### src/rtl/req_tracker_pkg.sv
package req_tracker_pkg;

    typedef enum logic [1:0] {
        ST_ISSUED  = 2'd0,
        ST_FULL    = 2'd1,
        ST_ALIASED = 2'd2,
        ST_NONE    = 2'd3
    } req_status_e;

    localparam int N_STALL = 4;

    // stall event bit positions
    localparam int EV_ST_LD = 0;
    localparam int EV_ST_ST = 1;
    localparam int EV_LD_ST = 2;
    localparam int EV_LD_LD = 3;

    function automatic logic is_write_class(input logic [3:0] kind);
        return (kind >= 4'd2) && (kind <= 4'd9);
    endfunction

endpackage

### src/rtl/line_table.sv
module line_table #(
    parameter int NENTRIES = 4,
    parameter int LINE_W   = 26,
    parameter int TIME_W   = 24,
    parameter int THRESH   = 40,
    localparam int IDX_W   = (NENTRIES > 1) ? $clog2(NENTRIES) : 1,
    localparam int CNT_W   = $clog2(NENTRIES + 1)
) (
    input  logic              clk,
    input  logic              rst,
    input  logic [TIME_W-1:0] now,
    input  logic [LINE_W-1:0] look_line,
    output logic              look_hit,
    input  logic              ins_en,
    input  logic [LINE_W-1:0] ins_line,
    input  logic              del_en,
    input  logic [LINE_W-1:0] del_line,
    output logic              del_hit,
    output logic [TIME_W-1:0] del_age,
    output logic              full,
    output logic [CNT_W-1:0]  occ,
    output logic              old_any,
    output logic [IDX_W-1:0]  old_idx
);

    logic [NENTRIES-1:0] vld_q, vld_d, del_match, ins_onehot;
    logic [LINE_W-1:0]   tag_q  [NENTRIES];
    logic [TIME_W-1:0]   born_q [NENTRIES];
    logic [IDX_W-1:0]    free_idx;

    always_comb begin
        look_hit  = 1'b0;
        del_hit   = 1'b0;
        del_age   = '0;
        del_match = '0;
        occ       = '0;
        for (int i = 0; i < NENTRIES; i++) begin
            if (vld_q[i] && tag_q[i] == look_line) look_hit = 1'b1;
            if (vld_q[i] && tag_q[i] == del_line) begin
                del_match[i] = 1'b1;
                del_hit      = 1'b1;
                del_age      = now - born_q[i];
            end
            occ = occ + CNT_W'(vld_q[i]);
        end
        full     = &vld_q;
        free_idx = '0;
        old_any  = 1'b0;
        old_idx  = '0;
        for (int i = NENTRIES - 1; i >= 0; i--) begin
            if (!vld_q[i]) free_idx = IDX_W'(i);
            if (vld_q[i] && (now - born_q[i]) >= TIME_W'(THRESH)) begin
                old_any = 1'b1;
                old_idx = IDX_W'(i);
            end
        end
        ins_onehot = '0;
        if (ins_en) ins_onehot[free_idx] = 1'b1;
        vld_d = (vld_q & ~(del_en ? del_match : '0)) | ins_onehot;
    end

    always_ff @(posedge clk) begin
        if (rst) vld_q <= '0;
        else     vld_q <= vld_d;
    end

    always_ff @(posedge clk) begin
        if (ins_en) begin
            tag_q[free_idx]  <= ins_line;
            born_q[free_idx] <= now;
        end
    end


    ins_room_chk: assert property (@(posedge clk) disable iff (rst)
        ins_en |-> !full);


    occ_up_chk: assert property (@(posedge clk) disable iff (rst)
        (ins_en && !(del_en && del_hit)) |=> occ == $past(occ) + CNT_W'(1));


    occ_down_chk: assert property (@(posedge clk) disable iff (rst)
        (del_en && del_hit && !ins_en) |=> occ == $past(occ) - CNT_W'(1));

endmodule

### src/rtl/deadlock_watch.sv
module deadlock_watch #(
    parameter int THRESH = 40,
    localparam int CW    = $clog2(THRESH + 1)
) (
    input  logic clk,
    input  logic rst,
    input  logic ins,
    input  logic keep,
    output logic fire
);

    logic          armed_q;
    logic [CW-1:0] remain_q;

    assign fire = armed_q && (remain_q == '0);

    always_ff @(posedge clk) begin
        if (rst) begin
            armed_q  <= 1'b0;
            remain_q <= '0;
        end else if (fire) begin
            armed_q  <= keep;
            remain_q <= CW'(THRESH - 1);
        end else if (armed_q) begin
            remain_q <= remain_q - CW'(1);
        end else if (ins) begin
            armed_q  <= 1'b1;
            remain_q <= CW'(THRESH - 1);
        end
    end


    fire_gap_chk: assert property (@(posedge clk) disable iff (rst)
        fire |=> !fire);

endmodule

### src/rtl/line_req_tracker.sv
module line_req_tracker
    import req_tracker_pkg::*;
#(
    parameter int ADDR_W     = 32,
    parameter int LINE_BYTES = 64,
    parameter int NENTRIES   = 4,
    parameter int MAX_OUT    = 6,
    parameter int THRESH     = 40,
    parameter int CNT_W      = 16,
    parameter int TIME_W     = 24,
    localparam int OFF_W     = $clog2(LINE_BYTES),
    localparam int LINE_W    = ADDR_W - OFF_W,
    localparam int IDX_W     = (NENTRIES > 1) ? $clog2(NENTRIES) : 1,
    localparam int OCC_W     = $clog2(NENTRIES + 1),
    localparam int OUT_W     = $clog2(MAX_OUT + 1)
) (
    input  logic              clk,
    input  logic              rst,
    input  logic              req_valid,
    input  logic [ADDR_W-1:0] req_addr,
    input  logic [3:0]        req_kind,
    output logic              req_ready,
    output logic [1:0]        req_status,
    input  logic              rd_done_valid,
    input  logic [ADDR_W-1:0] rd_done_addr,
    input  logic              wr_done_valid,
    input  logic [ADDR_W-1:0] wr_done_addr,
    output logic [TIME_W-1:0] rd_lat,
    output logic [TIME_W-1:0] wr_lat,
    output logic [OUT_W-1:0]  outstanding,
    output logic [CNT_W-1:0]  st_on_ld_cnt,
    output logic [CNT_W-1:0]  st_on_st_cnt,
    output logic [CNT_W-1:0]  ld_on_st_cnt,
    output logic [CNT_W-1:0]  ld_on_ld_cnt,
    output logic              deadlock_err,
    output logic [IDX_W:0]    deadlock_idx,
    output logic              proto_err
);

    logic [TIME_W-1:0] now_q;
    logic [LINE_W-1:0] req_line, rd_line, wr_line;
    logic              is_w, accept, rd_ins, wr_ins, rd_rm, wr_rm;
    logic              rd_hit, wr_hit, rd_full, wr_full, rd_dhit, wr_dhit;
    logic              rd_old, wr_old, fire;
    logic [IDX_W-1:0]  rd_old_idx, wr_old_idx;
    logic [OCC_W-1:0]  rd_occ, wr_occ;
    logic [OUT_W-1:0]  out_q, out_d;
    req_status_e       status;
    logic [N_STALL-1:0] evt;
    logic [CNT_W-1:0]  stall_q [N_STALL];

    assign req_line = req_addr[ADDR_W-1:OFF_W];
    assign rd_line  = rd_done_addr[ADDR_W-1:OFF_W];
    assign wr_line  = wr_done_addr[ADDR_W-1:OFF_W];
    assign is_w     = is_write_class(req_kind);

    always_ff @(posedge clk) begin
        if (rst) now_q <= '0;
        else     now_q <= now_q + TIME_W'(1);
    end

    line_table #(.NENTRIES(NENTRIES), .LINE_W(LINE_W), .TIME_W(TIME_W), .THRESH(THRESH)) u_rd_tbl (
        .clk(clk), .rst(rst), .now(now_q),
        .look_line(req_line), .look_hit(rd_hit),
        .ins_en(rd_ins), .ins_line(req_line),
        .del_en(rd_done_valid), .del_line(rd_line),
        .del_hit(rd_dhit), .del_age(rd_lat),
        .full(rd_full), .occ(rd_occ),
        .old_any(rd_old), .old_idx(rd_old_idx)
    );

    line_table #(.NENTRIES(NENTRIES), .LINE_W(LINE_W), .TIME_W(TIME_W), .THRESH(THRESH)) u_wr_tbl (
        .clk(clk), .rst(rst), .now(now_q),
        .look_line(req_line), .look_hit(wr_hit),
        .ins_en(wr_ins), .ins_line(req_line),
        .del_en(wr_done_valid), .del_line(wr_line),
        .del_hit(wr_dhit), .del_age(wr_lat),
        .full(wr_full), .occ(wr_occ),
        .old_any(wr_old), .old_idx(wr_old_idx)
    );

    // request judgement against the pre-edge table state
    always_comb begin
        status = ST_ISSUED;
        evt    = '0;
        if (!req_valid) begin
            status = ST_NONE;
        end else if (out_q >= OUT_W'(MAX_OUT) || (is_w ? wr_full : rd_full)) begin
            status = ST_FULL;
        end else if (is_w) begin
            if (rd_hit) begin
                status = ST_ALIASED;
                evt[EV_ST_LD] = 1'b1;
            end else if (wr_hit) begin
                status = ST_ALIASED;
                evt[EV_ST_ST] = 1'b1;
            end
        end else begin
            if (wr_hit) begin
                status = ST_ALIASED;
                evt[EV_LD_ST] = 1'b1;
            end else if (rd_hit) begin
                status = ST_ALIASED;
                evt[EV_LD_LD] = 1'b1;
            end
        end
    end

    assign accept     = (status == ST_ISSUED);
    assign rd_ins     = accept && !is_w;
    assign wr_ins     = accept && is_w;
    assign req_ready  = accept;
    assign req_status = status;
    assign rd_rm      = rd_done_valid && rd_dhit;
    assign wr_rm      = wr_done_valid && wr_dhit;
    assign out_d      = out_q + OUT_W'(accept) - OUT_W'(rd_rm) - OUT_W'(wr_rm);
    assign outstanding = out_q;

    always_ff @(posedge clk) begin
        if (rst) out_q <= '0;
        else     out_q <= out_d;
    end

    generate
        for (genvar g = 0; g < N_STALL; g++) begin : g_stall
            always_ff @(posedge clk) begin
                if (rst)         stall_q[g] <= '0;
                else if (evt[g]) stall_q[g] <= stall_q[g] + CNT_W'(1);
            end
        end
    endgenerate

    assign st_on_ld_cnt = stall_q[EV_ST_LD];
    assign st_on_st_cnt = stall_q[EV_ST_ST];
    assign ld_on_st_cnt = stall_q[EV_LD_ST];
    assign ld_on_ld_cnt = stall_q[EV_LD_LD];

    deadlock_watch #(.THRESH(THRESH)) u_watch (
        .clk(clk), .rst(rst),
        .ins(accept), .keep(out_d != '0),
        .fire(fire)
    );

    always_ff @(posedge clk) begin
        if (rst) begin
            deadlock_err <= 1'b0;
            deadlock_idx <= '0;
        end else if (fire && !deadlock_err && (rd_old || wr_old)) begin
            deadlock_err <= 1'b1;
            deadlock_idx <= rd_old ? {1'b0, rd_old_idx} : {1'b1, wr_old_idx};
        end
    end

    always_ff @(posedge clk) begin
        if (rst) proto_err <= 1'b0;
        else if ((rd_done_valid && !rd_dhit) || (wr_done_valid && !wr_dhit))
            proto_err <= 1'b1;
    end


    out_sum_chk: assert property (@(posedge clk) disable iff (rst)
        32'(outstanding) == 32'(rd_occ) + 32'(wr_occ));


    out_cap_chk: assert property (@(posedge clk) disable iff (rst)
        32'(outstanding) <= MAX_OUT);


    retire_chk: assert property (@(posedge clk) disable iff (rst)
        (rd_rm && !wr_rm && !accept) |=> outstanding == $past(outstanding) - OUT_W'(1));


    dl_sticky_chk: assert property (@(posedge clk) disable iff (rst)
        deadlock_err |=> deadlock_err && $stable(deadlock_idx));


    proto_sticky_chk: assert property (@(posedge clk) disable iff (rst)
        proto_err |=> proto_err);

endmodule

### config.mk
export PLATFORM = sky130hd
export DESIGN_NAME = line_req_tracker
export DESIGN_NICKNAME = d
export VERILOG_FILES = /design/src/rtl/req_tracker_pkg.sv /design/src/rtl/line_table.sv /design/src/rtl/deadlock_watch.sv /design/src/rtl/line_req_tracker.sv
export SDC_FILE = /design/constraint.sdc
export NUM_CORES = 2
export LEC_CHECK = 0
export BUFFER_PORTS_ARGS = -buffer_cell sky130_fd_sc_hd__buf_2
export CAP_MARGIN = 20
export CORE_MARGIN = 1.5
export CORE_UTILIZATION = 60
export CTS_CLUSTER_DIAMETER = 120
export DETAILED_ROUTE_END_ITERATION = 8
export GPL_ROUTABILITY_DRIVEN = 0
export PLACE_DENSITY_LB_ADDON = 0.15
export SLEW_MARGIN = 20
export SYNTH_ARGS = -nofsm -noshare
export SYNTH_HDL_FRONTEND = slang
export SYNTH_SLANG_ARGS = --single-unit
### constraint.sdc
create_clock -name clk -period 4.8 [get_ports clk]
set_input_delay 0.24 -clock clk [delete_from_list [all_inputs] [get_ports clk]]
set_output_delay 0.24 -clock clk [all_outputs]
set_load 0.01 [all_outputs]
==> results.toml <==
[status]
status = "finished, final reports clean"

[clocking]
clkTransAtPathRegs_ps = 60
clkLatencyLatePin_ps = 650
htreeDepth = 2
clock-sinks = 511
cts_buffer_depth = 3
cts_made_buffers = 56
cts_root_buffer = "clkbuf_16"
cts_tree = "yes"

[logic_synthesis]
ys_seq_elements = 511
yosysWarnings = 0
synthArstFlopShare_pct = 0
synth_top_area_share_pct = 39.2
synthTopCellsByArea = "edfxtp_1, xnor2_1, xor2_1, ha_1, a21oi_1"
syn_inst = 3614
yosysSeqAreaShare_pct = 41.8
ys.flop_type = "edfxtp_1"
synth-edff-count = 464
yosys.area.top_type = "edfxtp_1"
synth_cell_type_count = 95
synth_area_sq_um = 35500
syn_nets = 3921
synth.avg_cell_area_sq_um = 9.84

[grt]
grt_pass1_wl_mm = 149
overflow = 0
grt_max_degree = 52
antenna_found_initial = 0
grt.total_usage_pct = 31.5
grt_pass1_vias = 26800

[finish]
layout-drive-gt1-share_pct = 11.7
final_net_count = 4133
final_cell_mix = "edfxtp_1, xnor2_1, xor2_1"
final_common_cell = "edfxtp_1"
final_util_pct = 67.6
antennaDiodeCount = 0
syn_to_final_growth_pct = 11.8

[worst_setup_path]
critical_path_class = "flop to output port"
endpoint = "rd_lat[20]"
r2r_start = "now_q[0]"
slowest_delay_ps = 560
ff2ff_setup_slack_ps = 320
crit_path_end_kind = "output port"
regToRegEndpoint = "deadlock_idx[1]"
critPathMaxFanout = 8
crit_chain = "clkinvlp_4, ha_1, inv_1, fa_1, a211o_1, a21oi_4, nor4_2, o21ai_1, mux2_2, a2111oi_1, o21ai_0, a31o_2, nand2_1, o31ai_1, buf_2"
cp-startpoint = "now_q[0]"
critPathSlowestCell = "a2111oi_1"
reg2reg_depth = 13
required_ps = 4560
start_kind = "flop"
arrival_ps = 4410

[timing]
rsz0062_at_grt = "no"
fmax_mhz = 215
finalHoldViolations = 0
period_share_pct = 96.9
relSlewSlack_pct = 47.0
drv_slew = 0
tightest_slew_ps = 788
fin_tns_setup_ps = 0
hold_ws_ps = 58.1
clock_skew_ps = 44.2
setup-violations-final = 0
min_period_ps = 4650

[route]
avgViaCountPerCell = 6.14
first_pass_iters = 5
wl_per_cell_um = 20.8
drt-initial-drc-count = 2577
wl_mm = 96.6
detail-route-antenna-nets = 0
via_count = 28500
drcViolationCount = 0

[power_and_ir_drop]
p_leak_nw = 16.1
p_per_area_nw_per_um2 = 267
ir_worst_vdd_mv = 0.334

[placement]
detailed_place_hpwl_mm = 71.5
port_buffers = 208

[die]
core-area_sq_um = 58800
dieArea_sq_um = 60700
dieWidth_um = 246
rows = 89
dieHeight_um = 246
io_pins = 228
initial_core_util_pct = 60.5

[min_path]
hp-class = "input port to flop"

[run]
drv_cap = 0
[cells by family after synthesis]
logic type | count (synthesis) | share of synthesized area [%]
AO/OA/AOI/OAI | 759 | 14.2
XOR/XNOR | 624 | 15.4
AND/OR/NAND/NOR | 1079 | 15.3
adder cells (fa/ha/maj) | 202 | 7.30
buffers and inverters | 370 | 3.94
flip-flops | 511 | 41.8
multiplexers | 69 | 2.02
[critical path: cells and delay by family (launching register included)]
kind,cells,cell delay [ps]
AO/OA/AOI/OAI,7,1860
adder cells (fa/ha/maj),2,630
buffers and inverters,3,400
multiplexers,1,370
flip-flops,1,330
AND/OR/NAND/NOR,2,170
[worst min path at each step]
stage / from / to / slack (ps) / cells past startpoint
floorplan: req_addr[6] / u_rd_tbl.tag_q[0][0] / 340 / 0
global placement: deadlock_idx[2] / deadlock_idx[2] / 440 / 2
detailed placement: deadlock_idx[2] / deadlock_idx[2] / 430 / 2
CTS: req_addr[26] / u_wr_tbl.tag_q[0][20] / 10 / 1
global route: req_addr[29] / u_wr_tbl.tag_q[1][23] / 40 / 1
finish: req_addr[9] / u_wr_tbl.tag_q[3][3] / 60 / 1
[power by group]
part / total, mW / internal, mW / leakage [nW] / switching (mW)
clock: 4.62 / 2.78 / 0.956 / 1.84
combinational: 0.939 / 0.349 / 10.4 / 0.589
sequential: 5.03 / 4.95 / 4.73 / 0.0867
total: 10.6 / 8.07 / 16.1 / 2.52
[routing by layer]
layer	share of wire (%)	up-vias	GRT usage (%)	wire, um
met4	4.5	0	13.7	4300
met3	6.8	254	4.35	6570
met5	0	-	0	0
met2	46	1189	50.8	44500
met1	43	13500	42.6	41300
li1	-	13600	-	-
[sequential cells by signal, indices dropped and copies added, names as in the netlist]
| signal | cells |
|---|---|
| deadlock_err | 1 |
| deadlock_idx | 3 |
| now_q | 24 |
| outstanding | 3 |
| proto_err | 1 |
| stall_q | 64 |
| u_rd_tbl.born_q | 96 |
| u_rd_tbl.tag_q | 104 |
| u_rd_tbl.vld_q | 4 |
| u_watch.armed_q | 1 |
| u_watch.remain_q | 6 |
| u_wr_tbl.born_q | 96 |
| u_wr_tbl.tag_q | 104 |
| u_wr_tbl.vld_q | 4 |
[cells in the mapped netlist (20+ instances only)]
library cell / n
edfxtp_1: 464
xnor2_1: 318
xor2_1: 306
nor2_1: 256
inv_1: 244
nand2_1: 229
a21oi_1: 207
ha_1: 193
o21ai_0: 152
nand4_1: 127
clkbuf_1: 117
nand3_1: 99
nor3_1: 73
a21o_1: 71
nor4_1: 63
dfxtp_1: 47
mux2i_1: 46
and3_1: 41
o211ai_1: 36
a211oi_1: 33
nand2b_1: 32
or3_1: 29
o21a_1: 28
and2_1: 26
nor2b_1: 24
mux2_2: 23
o21bai_1: 22
or2_2: 20
[through the flow]
| stage | power (mW) | setup slack (ps) | std cells | area, sq um |
|---|---|---|---|---|
| 2_1_floorplan | 5.71 | 410 | 3614 | 35500 |
| 3_3_place_gp | 6.02 | 421 | 4537 | 37700 |
| 3_5_place_dp | 6.04 | 358 | 4537 | 37700 |
| 4_1_cts | 10.7 | 31.3 | 4646 | 39700 |
| 5_1_grt | 10.9 | 0.557 | 4646 | 39700 |
| 6_report | 10.6 | 148 | 4646 | 39700 |
[layout make-up]
class                   instances  area (sq um)
clock buffers                  70          1480
clock inverters                35           499
fillers                      4657         19100
inverters                     244           920
multi-input cells            2733         19400
flip-flops and latches        511         14900
well taps                     773           967
repair buffers                280          1640
[what timing repair did]
item	in CTS	in global routing
hold buffers	4	0
resized for setup	0	7
endpoints found under the hold margin	11	0
setup endpoints to repair	0	12
buffers inserted	0	0
No activity file was read; power rests on OpenSTA's default activity.
